`src/rtl/cdt_pkg.sv`:
```
package cdt_pkg;

  localparam int unsigned DATA_W     = 32;
  localparam int unsigned WORD_W     = 3;
  localparam int unsigned CTL_STORED = 26;

  // control bit positions
  localparam int unsigned B_RUN     = 0;
  localparam int unsigned B_RESTART = 1;
  localparam int unsigned B_CMPIE   = 2;
  localparam int unsigned B_RELOAD  = 3;
  localparam int unsigned B_SWRST   = 16;
  localparam int unsigned B_OVW     = 17;
  localparam int unsigned B_LP_STOP = 18;
  localparam int unsigned B_LP_DOZE = 19;
  localparam int unsigned B_LP_WAIT = 20;
  localparam int unsigned B_LP_DBG  = 21;

  localparam logic [DATA_W-1:0] STORE_MASK = (32'h1 << CTL_STORED) - 32'h1;
  localparam logic [DATA_W-1:0] KEEP_MASK  =
      (32'h1 << B_RUN) | (32'h1 << B_RESTART) |
      (32'h1 << B_LP_STOP) | (32'h1 << B_LP_DOZE) |
      (32'h1 << B_LP_WAIT) | (32'h1 << B_LP_DBG);

  typedef enum logic [WORD_W-1:0] {
    W_CTRL  = 3'd0,
    W_STAT  = 3'd1,
    W_LOAD  = 3'd2,
    W_CMP   = 3'd3,
    W_COUNT = 3'd4
  } word_e;

  typedef struct packed {
    logic run;
    logic restart;
    logic cmp_ie;
    logic reload;
    logic ovw;
  } ctl_t;

  // value the control word takes after a write of w
  function automatic logic [DATA_W-1:0] ctl_written(input logic [DATA_W-1:0] w);
    if (w[B_SWRST]) return w & STORE_MASK & KEEP_MASK;
    return w & STORE_MASK;
  endfunction

  function automatic ctl_t ctl_fields(input logic [DATA_W-1:0] c);
    ctl_t f;
    f.run     = c[B_RUN];
    f.restart = c[B_RESTART];
    f.cmp_ie  = c[B_CMPIE];
    f.reload  = c[B_RELOAD];
    f.ovw     = c[B_OVW];
    return f;
  endfunction

endpackage

```
`src/rtl/cdt_counter.sv`:
```
module cdt_counter #(
  parameter int unsigned CNT_W = 32
) (
  input  logic             clk,
  input  logic             rst_n,
  input  logic             tick,
  input  logic             run,
  input  logic             reload_mode,
  input  logic [CNT_W-1:0] load_val,
  input  logic             force_vld,
  input  logic [CNT_W-1:0] force_val,
  output logic [CNT_W-1:0] cnt
);

  localparam logic [CNT_W-1:0] ALL_ONES = '1;

  function automatic logic [CNT_W-1:0] step(input logic [CNT_W-1:0] cur,
                                            input logic             rl,
                                            input logic [CNT_W-1:0] lv);
    if (cur == '0) return rl ? lv : ALL_ONES;
    return cur - 1'b1;
  endfunction

  logic advance;
  logic at_zero;
  assign advance = run & tick;
  assign at_zero = advance & (cnt == '0);

  always_ff @(posedge clk or negedge rst_n) begin
    if (!rst_n)         cnt <= ALL_ONES;
    else if (force_vld) cnt <= force_val;
    else if (advance)   cnt <= step(cnt, reload_mode, load_val);
  end

  // ordinary step lowers the count by one
  a_r7_step: assert property (@(posedge clk) disable iff (!rst_n)
    (!force_vld && advance && cnt != '0) |=> (cnt == $past(cnt) - 1'b1));

  // tick at zero reloads or wraps
  a_r7_zero: assert property (@(posedge clk) disable iff (!rst_n)
    (!force_vld && at_zero) |=>
      (cnt == ($past(reload_mode) ? $past(load_val) : ALL_ONES)));

  // without a running tick and without a forced load the count holds
  a_r8_hold: assert property (@(posedge clk) disable iff (!rst_n)
    (!force_vld && !advance) |=> $stable(cnt));

endmodule

```
`src/rtl/cdt_compare.sv`:
```
module cdt_compare #(
  parameter int unsigned CNT_W = 32
) (
  input  logic             run,
  input  logic             cmp_ie,
  input  logic             tick,
  input  logic [CNT_W-1:0] cnt,
  input  logic [CNT_W-1:0] cmp_val,
  output logic             cmp_evt
);

  function automatic logic match(input logic [CNT_W-1:0] a,
                                 input logic [CNT_W-1:0] b);
    return a == b;
  endfunction

  logic armed;
  assign armed   = run & cmp_ie & tick;
  assign cmp_evt = armed & match(cnt, cmp_val);

endmodule

```
`src/rtl/cdt_regs.sv`:
```
module cdt_regs
  import cdt_pkg::*;
#(
  parameter int unsigned CNT_W = 32
) (
  input  logic              clk,
  input  logic              rst_n,
  input  logic              bus_sel,
  input  logic              bus_wr,
  input  logic [WORD_W-1:0] bus_word,
  input  logic [DATA_W-1:0] bus_wdata,
  output logic [DATA_W-1:0] bus_rdata,
  input  logic [CNT_W-1:0]  cnt,
  input  logic              cmp_evt,
  output ctl_t              ctl,
  output logic [CNT_W-1:0]  load_val,
  output logic [CNT_W-1:0]  cmp_val,
  output logic              status,
  output logic              force_vld,
  output logic [CNT_W-1:0]  force_val
);

  localparam logic [CNT_W-1:0] ALL_ONES = '1;

  logic [DATA_W-1:0] ctl_q;
  logic [CNT_W-1:0]  load_q;
  logic [CNT_W-1:0]  cmp_q;
  logic              stat_q;

  logic wr_en, wr_ctl, wr_stat, wr_load, wr_cmp;
  logic swr_now, run_rise, ovw_now, stat_clr;

  assign wr_en   = bus_sel & bus_wr;
  assign wr_ctl  = wr_en & (bus_word == W_CTRL);
  assign wr_stat = wr_en & (bus_word == W_STAT);
  assign wr_load = wr_en & (bus_word == W_LOAD);
  assign wr_cmp  = wr_en & (bus_word == W_CMP);

  assign swr_now  = wr_ctl & bus_wdata[B_SWRST];
  assign run_rise = wr_ctl & ~swr_now & bus_wdata[B_RUN] & ~ctl_q[B_RUN]
                  & bus_wdata[B_RESTART];
  assign ovw_now  = wr_load & ctl_q[B_OVW];
  assign stat_clr = wr_stat & bus_wdata[0];

  // counter overwrite sources, highest priority first
  always_comb begin
    force_vld = swr_now | run_rise | ovw_now;
    force_val = ALL_ONES;
    if (swr_now)       force_val = ALL_ONES;
    else if (run_rise) force_val = bus_wdata[B_RELOAD] ? load_q : ALL_ONES;
    else if (ovw_now)  force_val = bus_wdata[CNT_W-1:0];
  end

  always_ff @(posedge clk or negedge rst_n) begin
    if (!rst_n) begin
      ctl_q  <= '0;
      load_q <= ALL_ONES;
      cmp_q  <= '0;
      stat_q <= 1'b0;
    end else begin
      if (wr_ctl) ctl_q <= ctl_written(bus_wdata);
      if (swr_now) begin
        load_q <= ALL_ONES;
        cmp_q  <= '0;
        stat_q <= 1'b0;
      end else begin
        if (wr_load) load_q <= bus_wdata[CNT_W-1:0];
        if (wr_cmp)  cmp_q  <= bus_wdata[CNT_W-1:0];
        if (cmp_evt)       stat_q <= 1'b1;
        else if (stat_clr) stat_q <= 1'b0;
      end
    end
  end

  always_comb begin
    bus_rdata = '0;
    case (bus_word)
      W_CTRL:  bus_rdata = ctl_q;
      W_STAT:  bus_rdata[0] = stat_q;
      W_LOAD:  bus_rdata[CNT_W-1:0] = load_q;
      W_CMP:   bus_rdata[CNT_W-1:0] = cmp_q;
      W_COUNT: bus_rdata[CNT_W-1:0] = cnt;
      default: bus_rdata = '0;
    endcase
  end

  assign ctl      = ctl_fields(ctl_q);
  assign load_val = load_q;
  assign cmp_val  = cmp_q;
  assign status   = stat_q;

  // an event is visible in the flag on the next cycle
  a_r9_set: assert property (@(posedge clk) disable iff (!rst_n)
    (cmp_evt && !swr_now) |=> status);

  // the flag is sticky until cleared by a write of 1 or a soft reset
  a_r10_sticky: assert property (@(posedge clk) disable iff (!rst_n)
    (status && !swr_now && !stat_clr) |=> status);

  // soft reset leaves flag, load and compare at their reset values
  a_r4_soft: assert property (@(posedge clk) disable iff (!rst_n)
    swr_now |=> (!status && load_val == ALL_ONES && cmp_val == '0
                 && !ctl_q[B_SWRST]));

  // upper control bits never become set
  a_r2_upper: assert property (@(posedge clk) disable iff (!rst_n)
    wr_ctl |=> (ctl_q[DATA_W-1:CTL_STORED] == '0));

endmodule

```
`src/rtl/cmp_downtimer.sv`:
```
module cmp_downtimer
  import cdt_pkg::*;
#(
  parameter int unsigned CNT_W = 32
) (
  input  logic              clk,
  input  logic              rst_n,
  input  logic              tick,
  input  logic              bus_sel,
  input  logic              bus_wr,
  input  logic [WORD_W-1:0] bus_word,
  input  logic [DATA_W-1:0] bus_wdata,
  output logic [DATA_W-1:0] bus_rdata,
  output logic              irq
);

  ctl_t             ctl;
  logic [CNT_W-1:0] cnt, load_val, cmp_val, force_val;
  logic             cmp_evt, status, force_vld;

  cdt_regs #(.CNT_W(CNT_W)) u_regs (
    .clk       (clk),
    .rst_n     (rst_n),
    .bus_sel   (bus_sel),
    .bus_wr    (bus_wr),
    .bus_word  (bus_word),
    .bus_wdata (bus_wdata),
    .bus_rdata (bus_rdata),
    .cnt       (cnt),
    .cmp_evt   (cmp_evt),
    .ctl       (ctl),
    .load_val  (load_val),
    .cmp_val   (cmp_val),
    .status    (status),
    .force_vld (force_vld),
    .force_val (force_val)
  );

  cdt_counter #(.CNT_W(CNT_W)) u_counter (
    .clk         (clk),
    .rst_n       (rst_n),
    .tick        (tick),
    .run         (ctl.run),
    .reload_mode (ctl.reload),
    .load_val    (load_val),
    .force_vld   (force_vld),
    .force_val   (force_val),
    .cnt         (cnt)
  );

  cdt_compare #(.CNT_W(CNT_W)) u_compare (
    .run     (ctl.run),
    .cmp_ie  (ctl.cmp_ie),
    .tick    (tick),
    .cnt     (cnt),
    .cmp_val (cmp_val),
    .cmp_evt (cmp_evt)
  );

  assign irq = status & ctl.cmp_ie;

  // a stopped timer produces no compare event
  a_r8_no_event: assert property (@(posedge clk) disable iff (!rst_n)
    (!ctl.run && !status) |=> !status);

endmodule

```
`config.mk`:
```
export PLATFORM = sky130hd
export DESIGN_NAME = cmp_downtimer
export DESIGN_NICKNAME = d
export VERILOG_FILES = /design/src/rtl/cdt_pkg.sv /design/src/rtl/cdt_counter.sv /design/src/rtl/cdt_compare.sv /design/src/rtl/cdt_regs.sv /design/src/rtl/cmp_downtimer.sv
export SDC_FILE = /design/constraint.sdc
export NUM_CORES = 1
export LEC_CHECK = 0
export BUFFER_PORTS_ARGS = -buffer_cell sky130_fd_sc_hd__buf_2
export CAP_MARGIN = 0
export CORE_ASPECT_RATIO = 0.8
export CORE_MARGIN = 2
export CORE_UTILIZATION = 55
export CTS_BUF_LIST = sky130_fd_sc_hd__clkbuf_4
export DETAILED_ROUTE_END_ITERATION = 10
export PLACE_DENSITY = 0.75
export SLEW_MARGIN = 20
export SYNTH_ARGS = -nofsm -noshare
export SYNTH_HDL_FRONTEND = slang
export SYNTH_SLANG_ARGS = --single-unit
```
`constraint.sdc`:
```
create_clock -name clk -period 4.5 [get_ports clk]
set_input_delay 1.125 -clock clk [delete_from_list [all_inputs] [get_ports clk]]
set_output_delay 1.125 -clock clk [all_outputs]
set_load 0.005 [all_outputs]
```
Word-level counts from Yosys, hierarchy flattened
Index checks and enable logic that the tools add are counted.
Widths: inputs -> output; s select.
{"block": "op_classes", "add_sub_neg": 1, "n_eq_ne": 5, "mux": 25, "n_bitwise": 21, "reduce_logical": 6}
{"cell": "$mux 32", "count": 15}
{"cell": "$pmux 31 s4", "count": 1}
{"cell": "$eq 32x32->1", "count": 1}
{"cell": "$logic_not 32->1", "count": 1}
{"cell": "$sub 32x1->32 const B", "count": 1}
{"cell": "$and 1x1->1", "count": 17}
{"cell": "$mux 1", "count": 8}
{"cell": "$eq 3x2->1 const B", "count": 2}
{"cell": "$reduce_bool 2->1", "count": 3}
{"cell": "$pmux 1 s5", "count": 1}
{"cell": "$eq 3x1->1 const B", "count": 1}
{"cell": "$eq 3x3->1 const B", "count": 1}
{"cell": "$logic_not 3->1", "count": 1}
{"cell": "$reduce_bool 3->1", "count": 1}
{"cell": "$not 1->1", "count": 2}
{"cell": "$or 1x1->1", "count": 2}
{"block": "totals", "ff_bits": 129, "input_bits": 40, "out_inout_bits": 33, "word_cells": 63}

Logic depth before layout (Yosys ltp)
{"block": "logic_depth", "depth_word": 14, "depth_mapped": 8, "depth_no_buf": 7}

Modules after synthesis
Synthesis repeated with hierarchy kept, for this count alone.
{"block": "hier_totals", "hier_cells": 918, "hier_area_um2": 8465.6}
{"mod": "cdt_regs", "n_inst": 1, "cells_each": 542, "area_per_inst_um2": 5375.2, "seq_area_each_um2": 2292.2}
{"mod": "cdt_counter", "n_inst": 1, "cells_each": 331, "area_per_inst_um2": 2725.1, "seq_area_each_um2": 840.8}
{"mod": "cdt_compare", "n_inst": 1, "cells_each": 44, "area_per_inst_um2": 359.1, "seq_area_each_um2": 0.0}
{"mod": "cmp_downtimer", "n_inst": 1, "cells_each": 1, "area_per_inst_um2": 6.3, "seq_area_each_um2": 0.0}

Worst setup path after synthesis
OpenSTA, ideal clock, no wires.
{"block": "synth_timing", "path_kind": "input-to-output", "startpoint": "input bus_word[0]", "endpoint": "output bus_rdata[10]", "t_arrival_ns": 2.320, "required_ns": 3.375, "path_slack_ns": 1.055, "path_stages": 6, "path_buffers": 3, "cell_sequence": "clkbuf_1 nor3_1 clkbuf_1 clkbuf_1 a22oi_1 nand2_1"}
{"block": "synth_via", "elab_chain_len": 2, "elab_cells_between_ends": 5, "cone_classes": "3 x eq/ne; 1 x mux; 1 x reduce/logical"}
{"item": "start, declared", "line_no": "cmp_downtimer.sv:11", "source": "input logic [WORD_W-1:0] bus_word,"}
{"item": "$eq 3x3->1, or another cell as far along", "line_no": "cdt_regs.sv:77", "source": "case (bus_word)"}
{"item": "$pmux 31 s4 (*)", "line_no": "cdt_regs.sv:77"}
{"item": "end, declared", "line_no": "cmp_downtimer.sv:13", "source": "output logic [DATA_W-1:0] bus_rdata,"}
Mark *: on every way between the ends. The rest lies on a longest branch, timed or not.

Worst setup path after layout
{"block": "layout_timing", "startpoint": "input bus_word[0]", "endpoint": "output bus_rdata[19]"}
Same word-level chain as after synthesis.

==> flow_summary.yaml <==
timing:
  whs_ns: 0.493
  drv_slew: 0
  min_period_ns: 3.59
  hold_viol: 0
  skew_ns: 0.0225
  rsz0062_at_grt: "no"
  slew_headroom_pct: 21.0
  setup_viol: 0
  max_freq_ghz: 0.278
  fin_crit_sh_pct: 79.8
  final.setup.tns_ns: 0
  worst_pin_slew_ns: 1.18
  layout_setup_ws_ns: 0.907
power_and_ir_drop:
  cellLeakagePower_nw: 3.71
  p_per_area_nw_per_um2: 472
  power_mw: 4.10
  irDropWorstVdd_mv: 0.238
floorplanning:
  pin_count: 73
  start_util_pct: 56.9
  die_area_um2: 15200
  num_rows: 38
  core_area_um2: 13700
  die_h_um: 111
  die_x_um: 137
yosys:
  synth_common_cells: "nand2_1 (231), clkbuf_1 (78), dfstp_2 (64), dfrtp_1 (58), a22oi_1 (53)"
  async_reset_ff_share_pct: 100
  yosysUniqueCellTypes: 71
  synth_cells: 960
  synth-seq-cells: 122
  synth-edff-count: 0
  synth_area_leaders: "dfstp_2 (22%), dfrtp_1 (19%), nand2_1 (11%), a22oi_1 (5.1%), clkbuf_1 (3.7%)"
  synth_nets: 1002
  synthDominantCellAreaShare_pct: 21.5
  avgSynthCellArea_um2: 8.15
  yosysMostFrequentCell: "nand2_1"
  synth_flop_cell: "dfstp_2"
  synthesis.area_um2: 7820
  yosysTopAreaCell: "dfstp_2"
  yosysSeqAreaShare_pct: 40.1
  ys_warn_count: 0
clock_network:
  clock-sinks: 122
  post-cts-setup-buffer-count: 0
  cts_inserted_buffers: 17
  cts_hold_buf: 0
  cts_root_buffer: "clkbuf_4"
  insertion_delay_ns: 0.57
  cts_tree: "built"
  clockBufferDepth: 2
  ctsResizeCount: 0
  cts_max_level: 4
  clk_pin_slew_ns: 0.11
worst_hold_path:
  holdCritPathClass: "flop to flop"
  hold_path_end: "u_regs.ctl_q[1]$_DFFE_PN0N_"
  holdPathStages: 2
  min_from: "u_regs.ctl_q[1]$_DFFE_PN0N_"
cells_and_area:
  multi_input_area_um2: 4320
  nets: 1039
  seqCellArea_um2: 3130
  area_growth_pct: 10.9
  finalNonFillerCells: 1191
  drive_above_1_share_pct: 22.1
  nFillCells: 1200
setup_path:
  max_stage_delay_ns: 0.38
  path_depth: 7
  timing.critical_path.buf_inv: 4
  rr_startpoint: "u_counter.cnt[25]$_DFFE_PN1P_"
  r2r_cells: 6
  critical_path.slowest_cell: "buf_2"
  cp.arrival_ns: 2.47
  rrSetupSlack_ns: 1.50
  rr_endpoint: "u_counter.cnt[6]$_DFFE_PN1P_"
  endpoint_kind: "output pin"
  path_class: "input pin to output pin"
  path_cells: "buf_2 > inv_1 > nor2_2 > buf_4 > a22oi_1 > nand2_1 > buf_2"
  cp_max_fo: 26
  crit_family: "buffers and inverters"
  crit_path_start_kind: "input pin"
  required_ns: 3.38
  crit_top_cell: "buf_2"
placement:
  io_buffer_count: 72
  dpl.hpwl_mm: 20.4
  place.gp.congestion: 1.04
  dp_slack_ns: 0.934
  dp.cells: 1158
global_routing:
  grt_pass1_wl_mm: 45.6
  grt_max_degree: 74
  gr-usage-all-layers_pct: 39.8
  grt_overflow: 0
  grt_pass1_vias: 7674
  antenna_found_initial: 1
drt:
  vias_per_cell: 6.85
  route.detailed.drc: 0
  post_drt_wl_per_cell_um: 24.5
  drt_first_iter_violations: 1391
  drt_pre_antenna_iters: 7
  ant_nets: 0
  routed_wl_mm: 29.2
  vias: 8164
job:
  cap_violations: 0
run_status:
  status: "complete, no violations"
## area by class of cell
type                       count  area share, %
antenna                        1         0.0289
clock buffer                  18           1.56
clock inverter                14           1.99
inverter                      14          0.606
multi-input combinational    736           49.8
sequential                   122           36.1
tap                          180           2.60
timing repair buffer         106           7.27
## report_power, final
part / total (mW) / internal (mW) / switching, mW
Sequential: 2.06 / 1.53 / 0.528
Combinational: 1.17 / 0.504 / 0.666
Clock: 0.869 / 0.395 / 0.474
## flip-flops by register name, summed over array words and instances (netlist names)
| signal | count |
|---|---|
| u_counter.cnt | 32 |
| u_regs.cmp_val | 32 |
| u_regs.ctl_q | 25 |
| u_regs.load_val | 32 |
| u_regs.status | 1 |
## logic make-up after synthesis
family                   synth area share [%]
multiplexers                             2.11
AND/OR/NAND/NOR                          25.7
XOR/XNOR                                 4.48
adder cells (fa/ha/maj)                 0.320
AO/OA/AOI/OAI                            22.2
flip-flops                               40.1
buffers and inverters                    5.12
## layout by cell type (no fill, tap or decap), types with 16 or more instances in the layout
cell type / Yosys / final
dfstp_2: 64 / 64
a22oi_1: 53 / 53
o21ai_0: 45 / 45
buf_4: 2 / 34
clkbuf_4: 0 / 18
o211ai_1: 17 / 17
buf_2: 2 / 71
nand2_1: 231 / 231
nor3_1: 31 / 26
xor2_1: 29 / 29
a21oi_1: 42 / 42
nand3_1: 43 / 43
nand2b_1: 16 / 16
nor2_1: 31 / 29
dfrtp_1: 58 / 58
## worst min-delay path: cells and delay by family, from the launching register on
| kind | cells | cell delay (ns) |
|---|---|---|
| flip-flops | 1 | 0.36 |
| AND/OR/NAND/NOR | 2 | 0.11 |
## metal layers
metal	GRT usage (%)	vias to the layer above	share of wire, %
met1	59.1	3853	41
met2	52.2	684	40
li1	-	3541	-
met4	15.9	0	3.8
met3	14.3	86	15
met5	0	-	0
## how the worst max path moves through the flow
stage                 from             to  slack [ns]
6_report       bus_word[0]  bus_rdata[19]        0.91
5_1_grt        bus_word[0]  bus_rdata[23]        0.82
3_3_place_gp   bus_word[2]   bus_rdata[3]        0.95
2_1_floorplan  bus_word[0]  bus_rdata[10]        1.05
3_5_place_dp   bus_word[2]   bus_rdata[5]        0.93
4_1_cts        bus_word[2]   bus_rdata[5]        0.93
## stage by stage
stage	area (µm²)	utilization [%]
2_1_floorplan	7820	-
3_3_place_gp	8360	60.9
3_5_place_dp	8360	60.9
4_1_cts	8670	63.1
5_1_grt	8670	63.1
6_report	8670	63.1
Power figures use the tool's default switching activity.
